==> config.mk <==
export PLATFORM = sky130hd
export DESIGN_NAME = synth_regtarget
export DESIGN_NICKNAME = d
export VERILOG_FILES = /design/src/rtl/synth_pkg.sv /design/src/rtl/synth_ctrl.sv /design/src/rtl/synth_dpath.sv /design/src/rtl/synth_regtarget.sv
export SDC_FILE = /design/constraint.sdc
export NUM_CORES = 1
export LEC_CHECK = 0
export BUFFER_PORTS_ARGS = -buffer_cell sky130_fd_sc_hd__buf_2
export CORE_ASPECT_RATIO = 0.9
export CORE_MARGIN = 2
export CORE_UTILIZATION = 30
export DETAILED_ROUTE_END_ITERATION = 6
export SLEW_MARGIN = 20
export SYNTH_ARGS = -nofsm -noshare
export SYNTH_HDL_FRONTEND = slang
export SYNTH_HIERARCHICAL = 1
export SYNTH_SLANG_ARGS = --single-unit
export TNS_END_PERCENT = 1
==> constraint.sdc <==
create_clock -name clk -period 2.35 [get_ports clk]
set_input_delay 0.3525 -clock clk [delete_from_list [all_inputs] [get_ports clk]]
set_output_delay 0.3525 -clock clk [all_outputs]
set_load 0.05 [all_outputs]
==> src/rtl/synth_pkg.sv <==
package synth_pkg;
  localparam logic [6:0] DEV_ADDR = 7'h69;
  localparam int REGNUM_W = 3;
  localparam logic [REGNUM_W-1:0] NO_COPY = 3'd7;
  localparam logic [7:0] REV_MASK = 8'h0B;

  typedef struct packed {
    logic                wrEn;
    logic                inCount;
    logic [REGNUM_W-1:0] ptr;
  } ctrl_strobe_t;
endpackage

==> src/rtl/synth_ctrl.sv <==
module synth_ctrl
  import synth_pkg::*;
#(
  parameter int MAX_REG = 5
) (
  input  logic         clk,
  input  logic         rstN,
  input  logic         startStb,
  input  logic [6:0]   startAddr,
  input  logic         rdStb,
  input  logic         wrStb,
  output logic         addrAck,
  output ctrl_strobe_t strb
);
  localparam logic [REGNUM_W-1:0] LAST = REGNUM_W'(MAX_REG);

  logic                sel;
  logic                countSt;
  logic [REGNUM_W-1:0] ptr;
  logic                access;

  assign access = sel && !startStb && (rdStb || wrStb);

  always_ff @(posedge clk) begin
    if (!rstN) begin
      sel     <= 1'b0;
      countSt <= 1'b1;
      ptr     <= '0;
    end else if (startStb) begin
      sel     <= (startAddr == DEV_ADDR);
      countSt <= 1'b1;
      ptr     <= '0;
    end else if (access) begin
      if (countSt) begin
        countSt <= 1'b0;
        ptr     <= '0;
      end else if (ptr == LAST) begin
        ptr <= '0;
      end else begin
        ptr <= ptr + 1'b1;
      end
    end
  end

  assign addrAck      = sel;
  assign strb.wrEn    = access && wrStb && !countSt;
  assign strb.inCount = countSt;
  assign strb.ptr     = ptr;
endmodule

==> src/rtl/synth_dpath.sv <==
module synth_dpath
  import synth_pkg::*;
#(
  parameter int MAX_REG = 5,
  parameter int NUM_SEL = 5,
  parameter logic [3*NUM_SEL-1:0] TRUE_REG = '0,
  parameter logic [3*NUM_SEL-1:0] TRUE_BIT = '0,
  parameter logic [3*NUM_SEL-1:0] INV_REG  = '0,
  parameter logic [3*NUM_SEL-1:0] INV_BIT  = '0,
  parameter logic [8*(MAX_REG+1)-1:0] RESET_VALS = '0,
  parameter bit TRUE_FIXED = 1'b0,
  parameter bit REV_READ   = 1'b0
) (
  input  logic                    clk,
  input  logic                    rstN,
  input  ctrl_strobe_t            strb,
  input  logic [7:0]              wrData,
  input  logic [NUM_SEL-1:0]      strapSel,
  output logic [7:0]              rdData,
  output logic [NUM_SEL-1:0]      freqIdx,
  output logic [8*(MAX_REG+1)-1:0] regFlat
);
  localparam int NREG = MAX_REG + 1;

  function automatic logic [7:0] resetByte(input int r, input logic [NUM_SEL-1:0] s);
    logic [7:0] v;
    v = RESET_VALS[8*r +: 8];
    for (int i = 0; i < NUM_SEL; i++) begin
      if (int'(TRUE_REG[3*i +: 3]) == r) v[TRUE_BIT[3*i +: 3]] = s[i];
      if (int'(INV_REG[3*i +: 3]) == r)  v[INV_BIT[3*i +: 3]]  = ~s[i];
    end
    return v;
  endfunction

  function automatic logic [7:0] keepMask(input int r);
    logic [7:0] m;
    m = 8'h00;
    for (int i = 0; i < NUM_SEL; i++) begin
      if (int'(INV_REG[3*i +: 3]) == r) m[INV_BIT[3*i +: 3]] = 1'b1;
      if (TRUE_FIXED && int'(TRUE_REG[3*i +: 3]) == r) m[TRUE_BIT[3*i +: 3]] = 1'b1;
    end
    return m;
  endfunction

  for (genvar r = 0; r < NREG; r++) begin : g_reg
    localparam logic [7:0] KEEP = keepMask(r);
    logic [7:0] q;
    always_ff @(posedge clk) begin
      if (!rstN) q <= resetByte(r, strapSel);
      else if (strb.wrEn && strb.ptr == REGNUM_W'(r))
        q <= (q & KEEP) | (wrData & ~KEEP);
    end
    assign regFlat[8*r +: 8] = q;
  end

  logic [NUM_SEL-1:0] trueBits;
  logic [NUM_SEL-1:0] strappable;

  for (genvar i = 0; i < NUM_SEL; i++) begin : g_sel
    localparam logic [2:0] TR = TRUE_REG[3*i +: 3];
    localparam logic [2:0] TB = TRUE_BIT[3*i +: 3];
    localparam logic [2:0] IR = INV_REG[3*i +: 3];
    if (TR != NO_COPY) begin : g_true
      assign trueBits[i] = regFlat[8*int'(TR) + int'(TB)];
    end else begin : g_none
      assign trueBits[i] = 1'b0;
    end
    assign strappable[i] = (TR != NO_COPY) || (IR != NO_COPY);
  end

  assign freqIdx = (strapSel & strappable) | trueBits;

  logic [7:0] regByte;
  always_comb begin
    regByte = 8'h00;
    for (int k = 0; k < NREG; k++)
      if (strb.ptr == REGNUM_W'(k)) regByte = regFlat[8*k +: 8];
    if (REV_READ && strb.ptr == '0) regByte = regByte & REV_MASK;
    rdData = strb.inCount ? 8'(NREG) : regByte;
  end
endmodule

==> src/rtl/synth_regtarget.sv <==
module synth_regtarget
  import synth_pkg::*;
#(
  parameter int MAX_REG = 5,
  parameter int NUM_SEL = 5,
  parameter logic [3*NUM_SEL-1:0] TRUE_REG = {3'd7, 3'd4, 3'd1, 3'd1, 3'd1},
  parameter logic [3*NUM_SEL-1:0] TRUE_BIT = {3'd0, 3'd5, 3'd2, 3'd1, 3'd0},
  parameter logic [3*NUM_SEL-1:0] INV_REG  = {3'd7, 3'd7, 3'd3, 3'd2, 3'd2},
  parameter logic [3*NUM_SEL-1:0] INV_BIT  = {3'd0, 3'd0, 3'd0, 3'd6, 3'd7},
  parameter logic [8*(MAX_REG+1)-1:0] RESET_VALS =
    {8'h5A, 8'h00, 8'hA5, 8'h3C, 8'hF0, 8'h12},
  parameter bit TRUE_FIXED = 1'b0,
  parameter bit REV_READ   = 1'b0
) (
  input  logic               clk,
  input  logic               rstN,
  input  logic               startStb,
  input  logic [6:0]         startAddr,
  input  logic               rdStb,
  input  logic               wrStb,
  input  logic [7:0]         wrData,
  output logic [7:0]         rdData,
  input  logic [NUM_SEL-1:0] strapSel,
  output logic [NUM_SEL-1:0] freqIdx,
  output logic               addrAck
);
  ctrl_strobe_t strb;
  logic [8*(MAX_REG+1)-1:0] regFlat;
  logic [REGNUM_W-1:0] curPtr;
  logic inCount;

  synth_ctrl #(.MAX_REG(MAX_REG)) u_ctrl (
    .clk(clk), .rstN(rstN), .startStb(startStb), .startAddr(startAddr),
    .rdStb(rdStb), .wrStb(wrStb), .addrAck(addrAck), .strb(strb)
  );

  synth_dpath #(
    .MAX_REG(MAX_REG), .NUM_SEL(NUM_SEL), .TRUE_REG(TRUE_REG), .TRUE_BIT(TRUE_BIT),
    .INV_REG(INV_REG), .INV_BIT(INV_BIT), .RESET_VALS(RESET_VALS),
    .TRUE_FIXED(TRUE_FIXED), .REV_READ(REV_READ)
  ) u_dpath (
    .clk(clk), .rstN(rstN), .strb(strb), .wrData(wrData), .strapSel(strapSel),
    .rdData(rdData), .freqIdx(freqIdx), .regFlat(regFlat)
  );

  assign curPtr  = strb.ptr;
  assign inCount = strb.inCount;
endmodule

# ---- After elaboration in Yosys (flattened, before gate mapping)
# Cells that the tools add are included.
dict set report op_classes {
  n_addsub 1
  n_mul 0
  div 0
  order_cmp 0
  n_eq_ne 10
  n_shift 0
  mux 17
  bitwise_logic 7
  n_reduce_logical 15
}
# cell count
set op_table {}
lappend op_table {{$mux W8} 9}
lappend op_table {{$mux W3} 4}
lappend op_table {{$mux W6} 2}
lappend op_table {{$logic_and A1 B1 Y1} 10}
lappend op_table {{$ne A2 B1 Y1 const B} 4}
lappend op_table {{$or A1 B8 Y8} 1}
lappend op_table {{$or A8 B6 Y8} 1}
lappend op_table {{$eq A7 B7 Y1 const B} 1}
lappend op_table {{$eq A3 B2 Y1 const B} 2}
lappend op_table {{$eq A3 B3 Y1 const B} 2}
lappend op_table {{$not A1 Y1} 4}
lappend op_table {{$or A4 B4 Y4} 1}
lappend op_table {{$add A3 B1 Y3 const B} 1}
lappend op_table {{$eq A3 B1 Y1 const B} 1}
lappend op_table {{$logic_not A3 Y1} 1}
lappend op_table {{$logic_not A1 Y1} 2}
lappend op_table {{$mux W1} 2}
lappend op_table {{$reduce_or A2 Y1} 1}
lappend op_table {{$logic_or A1 B1 Y1} 1}
dict set report totals {
  regBits 53
  latchBits 0
  ramBits 0
  rom_bits 0
  output_inout_bits 14
  wordCells 63
  memories 0
}

# ---- Longest topological paths before layout
# Gate-level depths: netlist of the first run.
dict set report logic_depth {
  word_depth 8
  mapped_depth 6
}

# ---- By module
# Netlist of the first run, hierarchy kept.
# module n_inst cells_per_inst area_per_inst_um2
set modules_own_cells {}
lappend modules_own_cells {synth_dpath 1 247 2368.5}
lappend modules_own_cells {synth_ctrl 1 31 277.8}

# ---- Least setup slack after synthesis of the first run
# Ideal clock, no wire load.
dict set report synth_timing {
  path_kind {reg-to-output}
  startpoint {register u_ctrl.ptr[1]}
  endpoint {output port rdData[7]}
  arrival_ps 2061
  path_slack_ps -64
  stages_incl_launch_ff 5
  path_cell_list {dfxtp_1 clkbuf_8 buf_6 nand2b_1 o31ai_1}
}
dict set report synth_via {
  elab_chain_cells 8
  elab_cells_between_ends 13
  cone_classes {eq/ne: 5; mux: 7; reduce/logical: 1}
}
# item line
set synth_lines {}
lappend synth_lines {{start: declaration} synth_ctrl.sv:19} ;# logic [REGNUM_W-1:0] ptr;
lappend synth_lines {{start signal: assignment} synth_ctrl.sv:40} ;# ptr <= ptr + 1'b1;
lappend synth_lines {{$logic_not A3 Y1} synth_dpath.sv:77} ;# if (strb.ptr == REGNUM_W'(k)) regByte = regFlat[8*k +: 8];
lappend synth_lines {{$mux W8 (5 in a row)} synth_dpath.sv:77}
lappend synth_lines {{$mux W8 *} synth_dpath.sv:77}
lappend synth_lines {{$mux W8 *} synth_dpath.sv:79} ;# rdData = strb.inCount ? 8'(NREG) : regByte;
lappend synth_lines {{end: declaration} synth_regtarget.sv:22} ;# output logic [7:0] rdData,
# Mark *: on every way between the ends. The rest lies on a longest branch, timed or not.

# ---- Worst setup path in the final report of the first run
dict set report layout_timing {
  startpoint {register u_ctrl.ptr[2]}
  endpoint {output port rdData[6]}
}
# The elaborated chain is that of the path after synthesis.

==> metrics.txt, run 1 <==
CP endpoint kind=primary output; final net count=345; first-pass detailed-route iteration total=5; WL final=6.31 mm; Antenna Nets Post-Route=0; vias in the first global route=approximately 2100; asr flop ratio synth=0%; Overall Global Routing Usage=14.0%; total number of H-tree levels=2; Yosys warning total=6; maximum VDD drop=295 uV; initial antenna violation count=0; Post-Syn Area=approximately 0.0026 mm^2; syn nets=303; crit path launch type=flip-flop; Max-cap violations=0; Slew HR=~56%; final setup vio count=0; Starting Density=30.9%; first-pass GRT wire length=10.4 mm; Post-Route Skew=~0.01 ns; power density over cell area=503 mW/mm^2; # hold bufs at CTS=0; Final Hold Viols=0; fin crit share=94.8%; total grt overflow=0; Filler Cells Inserted=913; Crit Path Class=reg2out; CTS root buffer=clkbuf_8; sequential area share after synthesis=42.7%; DP HPWL=4.56 mm; Avg Cell Area, Syn=approximately 9.5 um^2; Area contributors post-synth=dfxtp_1, mux2i_1, edfxtp_1; DR DRC count=0; Most used DFF post-synth=dfxtp_1; Fmax=roughly 450 MHz; Post-synth EDFFs=7; number of buffers created by CTS=5; row cnt=32; register bit total from synthesis=53; IO Count=39; cts repair resizes=1; via count=2097; RSZ-0062 raised after global routing=false; minimum clock period=2.23 ns; Area Growth Syn to Fin=15.9%; total core area=approximately 0.0086 mm^2; Tightest Hold Check Type=in2reg; commonest non-fill, non-tap cells in the layout=nand2_1, dfxtp_1, buf_2; Syn Inst Count=278; die area=0.00959 mm^2; Sink Count=53; setup bufs post-CTS=0; ant diodes=0; routed length per instance=roughly 14 um; Die Ht=93.1 um; status=completed; dominant cell type by area after synthesis=dfxtp_1; CTS tree=built; Pleak=1.24 nW; Unique masters post-synth=48; WHS=approximately 0.32 ns; Port Buf Inserts=36; setup TNS=0 ns; Clock Path Buffers=2; commonest non-fill, non-tap cell in the layout=nand2_1; die width=103 um; Synth top area share=34.8%; Final Wtd Congestion=between 0.7 and 0.8; Avg Vias per Cell=4.77; Total Power=1.54 mW; worst path required time=2.00 ns; Starting DRT DRC Count=87; Critical Path Fanout Max=10; clock slew at reported path FFs=0.09 ns; clk_lat worst skew=0.31 ns; pin count of the biggest net entering global routing=31; layout cells sized above 1=between 20 and 30%; Final Max Slew Viols=0; WP data arrival=1.88 ns; worst slew pin tran=0.659 ns
[area by class of cell]
cell class	instances	area [um^2]	share of cell area, %
Multi-Input combinational cell	201	1360	44.4
Inverter	4	15.0	0.490
Tap cell	119	149	4.86
Sequential cell	53	1130	36.9
Timing Repair Buffer	55	323	10.5
Clock buffer	5	68.8	2.24
Clock inverter	3	17.5	0.571
[worst max-delay path: stages, from the launching register on]
cell     delay (ns)
dfxtp_1        0.44
or3b_2         0.50
a21oi_1        0.16
o221a_2        0.21
buf_2          0.26
[power breakdown]
group          total [mW]  internal, mW  switching (mW)
Clock               0.507         0.206           0.300
Sequential          0.933         0.928         0.00449
Combinational       0.102        0.0351          0.0665
Total                1.54          1.17           0.371
[registers in the layout (all words and copies together), names as in the netlist]
register        flops
u_ctrl/ptr          3
u_ctrl/addrAck      1
u_ctrl/countSt      1
u_dpath/g.q        48
[stage by stage]
stage                     setup slack, ns  instance area (um^2)  utilization (%)  cells
after detailed placement            0.193                  2980             34.8    432
after global placement              0.260                  2980             34.8    432
final                               0.122                  3070             35.8    440
after CTS                           0.106                  3070             35.8    440
after floorplan                     0.120                  2650                -    278
after global routing               0.0117                  3070             35.8    440
[layer usage]
layer | share of wire [%] | wire (um) | vias to the layer above | GRT usage, %
met3 | 4.8 | 303 | 2 | 2.39
met4 | 0.48 | 30 | 0 | 4.39
met5 | 0 | 0 | - | 0
li1 | - | - | 1052 | -
met2 | 48 | 3020 | 43 | 23.3
met1 | 47 | 2960 | 1000 | 18.5
[final timing paths]
path,start,end,slack [ns],cells past startpoint
worst max-delay path,u_ctrl/ptr[2]$_SDFFE_PP0P_,rdData[6],0.12,4
worst min-delay path,wrData[7],u_dpath/g_reg[5].q[7]$_SDFFE_PN0P_,0.32,3
worst max register to register,u_ctrl/addrAck$_SDFFE_PN0P_,u_dpath/g_reg[1].q[7]$_SDFFE_PN1P_,0.37,6
worst min register to register,u_dpath/g_reg[0].q[6]$_SDFFE_PN0P_,u_dpath/g_reg[0].q[6]$_SDFFE_PN0P_,0.46,2
[synthesized netlist by cell type (all sizes together), types with 2 or more instances]
| cell type | instances |
|---|---|
| nand3b | 4 |
| mux2 | 6 |
| edfxtp | 7 |
| a21oi | 14 |
| nor2 | 21 |
| a21o | 3 |
| inv | 3 |
| nand3 | 9 |
| and4bb | 2 |
| a211oi | 2 |
| dfxtp | 46 |
| buf | 15 |
| mux4 | 3 |
| o211ai | 2 |
| nand4b | 3 |
| nand2b | 6 |
| clkbuf | 5 |
| o21ai | 12 |
| o311ai | 2 |
| or2 | 5 |
| nor4b | 2 |
| a31oi | 3 |
| o221a | 2 |
| nand2 | 55 |
| mux2i | 30 |
| and2b | 2 |
[logic make-up (layout without fill, tap and decap cells)]
logic type	count (synthesis)	after routing	synth area share, %
AOI/OAI and AO/OA	44	44	10.3
muxes	39	39	16.9
buffers and inverters	24	67	6.00
DFF	53	53	42.7
other	1	1	0.142
and+or+nand+nor	117	117	23.9
Note: power is estimated with default switching activity, not from simulation.
==> run 2: changes to the inputs <==
--- a/config.mk
+++ b/config.mk
@@ -8,2 +8,3 @@
 export BUFFER_PORTS_ARGS = -buffer_cell sky130_fd_sc_hd__buf_2
+export CAP_MARGIN = 30
 export CORE_ASPECT_RATIO = 0.9
==> constraint.sdc (replaced) <==
create_clock -name clk -period 2.35 [get_ports clk]
set_input_delay 0.235 -clock clk [delete_from_list [all_inputs] [get_ports clk]]
set_output_delay 0.235 -clock clk [all_outputs]
set_load 0.05 [all_outputs]
==> metrics.txt, run 2 (same netlist as run 1, synthesis figures left out) <==
commonest non-fill, non-tap cells in the layout=nand2_1, dfxtp_1, buf_2; crit path from=u_ctrl/ptr[0]$_SDFFE_PP0P_; worst slew pin tran=about 0.62 ns; setup TNS=0 ns; fin crit share=92.3%; die area=0.00959 mm^2; Hold Startpoint=wrData[7]; die width=103 um; Reg with most FFs=u_dpath/g.q; crit path launch type=flip-flop; Crit Path Class=reg2out; setup bufs post-CTS=0; CTS tree=built; switching part of the total=23.6%; WP data arrival=around 1.9 ns; Slew HR=58.8%; FF-to-FF setup slack=~0.42 ns; RSZ-0062 raised after global routing=false; Starting Density=30.9%; first-pass GRT wire length=~10 mm; Max-cap violations=0; Area Growth Syn to Fin=14.3%; Pleak=1.21 nW; maximum VDD drop=approximately 240 uV; Starting DRT DRC Count=around 130; Pint=1.20 mW; clk_lat worst skew=0.30 ns; R2R Path End=u_dpath/g_reg[0].q[4]$_SDFFE_PN1P_; Top Registers=u_dpath/g.q: 48 flops, u_ctrl/ptr: 3 flops; Overall Global Routing Usage=13.8%; Final Wtd Congestion=0.755; worst path required time=2.12 ns; final net count=338; Comb pwr share=between 6 and 7%; clock network power share=about a third; layout cells sized above 1=25.2%; minimum clock period=approximately 2.2 ns; WL final=6.40 mm; Die Ht=93.1 um; Total Power=1.57 mW; CP endpoint kind=primary output; routed length per instance=14.8 um; Tightest Hold Check Type=in2reg; power density over cell area=520 mW/mm^2; DR DRC count=0; total core area=0.00857 mm^2; Fmax=461 MHz; Post-Route Skew=0.00555 ns; Final Max Slew Viols=0; via count=2126; number of buffers created by CTS=5; final setup vio count=0; Hold Path Depth=3; ant diodes=0; DP HPWL=4.36 mm; total grt overflow=0; Reg power frac=between 50 and 60%; Port Buf Inserts=36; row cnt=32; initial antenna violation count=0; IO Count=39; commonest non-fill, non-tap cell in the layout=nand2_1; total number of H-tree levels=2; first-pass detailed-route iteration total=4; Critical Path Fanout Max=14; Switch Pwr=371 uW; RR Startpoint=u_ctrl/addrAck$_SDFFE_PN0P_; Min-Delay Endpoint=u_dpath/g_reg[5].q[7]$_SDFFE_PN0P_; Reg2Reg Depth=6; Avg Vias per Cell=4.91; Final Hold Viols=0; Antenna Nets Post-Route=0; clock slew at reported path FFs=roughly 0.1 ns; max reg flops=48; Clock Path Buffers=2; Sink Count=53; CTS root buffer=clkbuf_8; pin count of the biggest net entering global routing=31; vias in the first global route=1969; status=completed
## run 2: changes by cell type in the layout (fill, tap and decap cells not counted)
cell | before | now
o31ai_1 | 0 | 1
buf_4 | 19 | 11
clkbuf_8 | 5 | 6
clkinvlp_4 | 1 | 0
clkinv_4 | 0 | 1
dfxtp_2 | 1 | 2
clkinv_2 | 2 | 1
dfxtp_1 | 45 | 44
buf_6 | 0 | 1
o31ai_2 | 1 | 0
## run 2: timing repair
action / CTS / global route
hold buffers: 0 / 0
resized for setup: 2 / 1
endpoints found under the setup margin: 4 / 1
pin swaps: 0 / 0
## run 2: power groups by stage
| stage | logic (mW) | registers [mW] | clock network (mW) |
|---|---|---|---|
| after global placement | 0.100 | 0.953 | 0 |
| after floorplan | 0.0562 | 0.951 | 0 |
| after global routing | 0.109 | 0.933 | 0.590 |
| after CTS | 0.101 | 0.932 | 0.552 |
| final | 0.101 | 0.932 | 0.540 |
| after detailed placement | 0.101 | 0.953 | 0 |
## run 2: layout make-up
type | instances | area, um^2
flip-flops and latches | 53 | 1130
multi-input cells | 201 | 1360
clock buffers | 6 | 82.6
repair buffers | 48 | 274
inverters | 4 | 15.0
clock inverters | 2 | 13.8
fillers | 907 | 5540
well taps | 119 | 149
## run 2: worst max-delay path, stage by stage, from the launching register on
cell and delay (ns):
dfxtp_1 0.56, buf_4 0.29, a21boi_0 0.24, a211oi_1 0.08, o221a_2 0.26, buf_2 0.21
## run 2: worst max-delay path by stage
stage | endpoint
global placement | rdData[3]
floorplan | rdData[7]
CTS | rdData[5]
detailed placement | rdData[5]
global route | rdData[0]
finish | rdData[0]
## run 2: per-layer routing
metal	up-vias	global-route usage [%]	routed length [um]
met5	-	0	0
met2	46	21.7	3110
met4	0	4.93	70
met3	4	2.02	256
li1	1044	-	-
met1	1032	19.3	2970
## run 2: metrics by stage
stage                     hold WS, ns  instances  setup WS, ns  instance area, um^2  util [%]
after global placement          0.438        425         0.298                 2920      34.1
after CTS                       0.200        433         0.126                 3020      35.3
final                           0.203        433         0.181                 3020      35.3
after detailed placement        0.443        425         0.296                 2920      34.1
after floorplan                 0.349        278        0.0537                 2650         -
after global routing            0.209        433        0.0448                 3020      35.3
==> run 3: changes to the inputs <==
CTS_BUF_LIST = sky130_fd_sc_hd__clkbuf_4 sky130_fd_sc_hd__clkbuf_8   (was default)
RECOVER_POWER = 100   (was default)
==> metrics.txt, run 3 (same netlist as run 1, synthesis figures left out) <==
Critical Path Fanout Max=14; Clock Path Buffers=2; Fmax=459 MHz; maximum VDD drop=243 uV; Starting Density=30.9%; initial antenna violation count=0; RR Startpoint=u_ctrl/addrAck$_SDFFE_PN0P_; Hold Path Depth=3; die width=between 100 and 150 um; Area Growth Syn to Fin=12.2%; number of buffers created by CTS=5; Tightest Hold Check Type=in2reg; FF-to-FF setup slack=0.25 ns; worst slew pin tran=1.47 ns; Top Registers=u_dpath/g.q: 48 flops, u_ctrl/ptr: 3 flops; total number of H-tree levels=2; crit path launch type=flip-flop; Die Ht=93.1 um; CTS root buffer=clkbuf_8; Crit Path Class=reg2out; pin count of the biggest net entering global routing=31; commonest non-fill, non-tap cell in the layout=nand2_1; clock slew at reported path FFs=roughly 0.09 ns; Worst path slowest cell=dfxtp_1; setup TNS=0 ns; die area=0.00959 mm^2; status=completed; Reg2Reg Depth=6; Pleak=1.15 nW; Final Hold Viols=0; setup bufs post-CTS=0; Hold Startpoint=startStb; WP data arrival=1.95 ns; final net count=338; final setup vio count=0; CP endpoint kind=primary output; post-layout util=34.6%; Antenna Nets Post-Route=0; R2R Path End=u_dpath/g_reg[0].q[4]$_SDFFE_PN1P_; DP HPWL=4.36 mm; Reg with most FFs=u_dpath/g.q; ant diodes=0; Final Max Slew Viols=0; Max-cap violations=0; minimum clock period=2.18 ns; routed length per instance=14.6 um; max reg flops=48; Total Power=~1.6 mW; worst path required time=2.12 ns; vias in the first global route=1969; Slew HR=2.16%; Overall Global Routing Usage=around 14%; non-filler cells, final=approximately 430; commonest non-fill, non-tap cells in the layout=nand2_1, dfxtp_1, mux2i_1; layout cells sized above 1=21.0%; fin crit share=between 90% and 100%; DR DRC count=0; Inst Count DP=approximately 430; Crit path largest cell delay=between 0.5 and 0.6 ns; Avg Vias per Cell=4.86; CTS tree=built; Starting DRT DRC Count=108; row cnt=32; IO Count=39; via count=2105; Final Wtd Congestion=0.755; Port Buf Inserts=36; total core area=around 0.0086 mm^2; RSZ-0062 raised after global routing=false; # hold bufs at CTS=0; power density over cell area=526 mW/mm^2; Min-Delay Endpoint=u_ctrl/countSt$_SDFFE_PP1P_; first-pass detailed-route iteration total=4; total grt overflow=0; clk_lat worst skew=~0.3 ns; crit-path cells=buf_4 > a21boi_0 > a211oi_1 > o221a_2 > clkbuf_2; WL final=6.33 mm; Sink Count=53; first-pass GRT wire length=about 10 mm; Post-Route Skew=0.00696 ns
[run 3: repair_timing]
item	CTS	global route
gates resized for setup	2	1
setup endpoints to repair	4	1
pin swaps	0	0
gates cloned	0	0
[run 3: layout make-up]
cell class                      count  area [um^2]
Fill cell                         916         5600
Multi-Input combinational cell    201         1330
Sequential cell                    53         1130
Timing Repair Buffer               48          244
Tap cell                          119          149
Clock buffer                        6         82.6
Inverter                            4         15.0
Clock inverter                      2         13.8
[run 3: worst max path at each step]
stage | to | startpoint
global route | rdData[0] | u_ctrl/ptr[0]$_SDFFE_PP0P_
floorplan | rdData[7] | u_ctrl/ptr[1]$_SDFFE_PP0P_
CTS | rdData[5] | u_ctrl/ptr[1]$_SDFFE_PP0P_
detailed placement | rdData[5] | u_ctrl/ptr[1]$_SDFFE_PP0P_
global placement | rdData[3] | u_ctrl/ptr[1]$_SDFFE_PP0P_
finish | rdData[0] | u_ctrl/ptr[0]$_SDFFE_PP0P_
[run 3: metrics by stage]
stage          hold WS [ns]  setup slack (ns)  cell area (um^2)
4_1_cts               0.200             0.126              3020
6_report              0.204             0.170              2970
2_1_floorplan         0.349            0.0537              2650
5_1_grt               0.209            0.0275              2970
3_5_place_dp          0.443             0.296              2920
3_3_place_gp          0.438             0.298              2920
[run 3: layer usage]
layer	vias to the layer above	global-route usage (%)	wire [um]
met5	-	0	0
met4	0	4.93	70
met3	4	2.02	187
met2	32	21.7	3070
met1	1029	19.3	3010
li1	1040	-	-
[run 3: power by group]
group	switching (mW)	leakage, nW	internal [mW]	total [mW]
clock network	0.294	0.0512	0.239	0.533
registers	0.00333	0.440	0.928	0.931
logic	0.0663	0.656	0.0313	0.0975
[run 3: critical path: cells and delay by family (launching register included)]
family                 cells  cell delay [ns]
AO/OA/AOI/OAI              3             0.58
flip-flops                 1             0.55
buffers and inverters      2             0.52
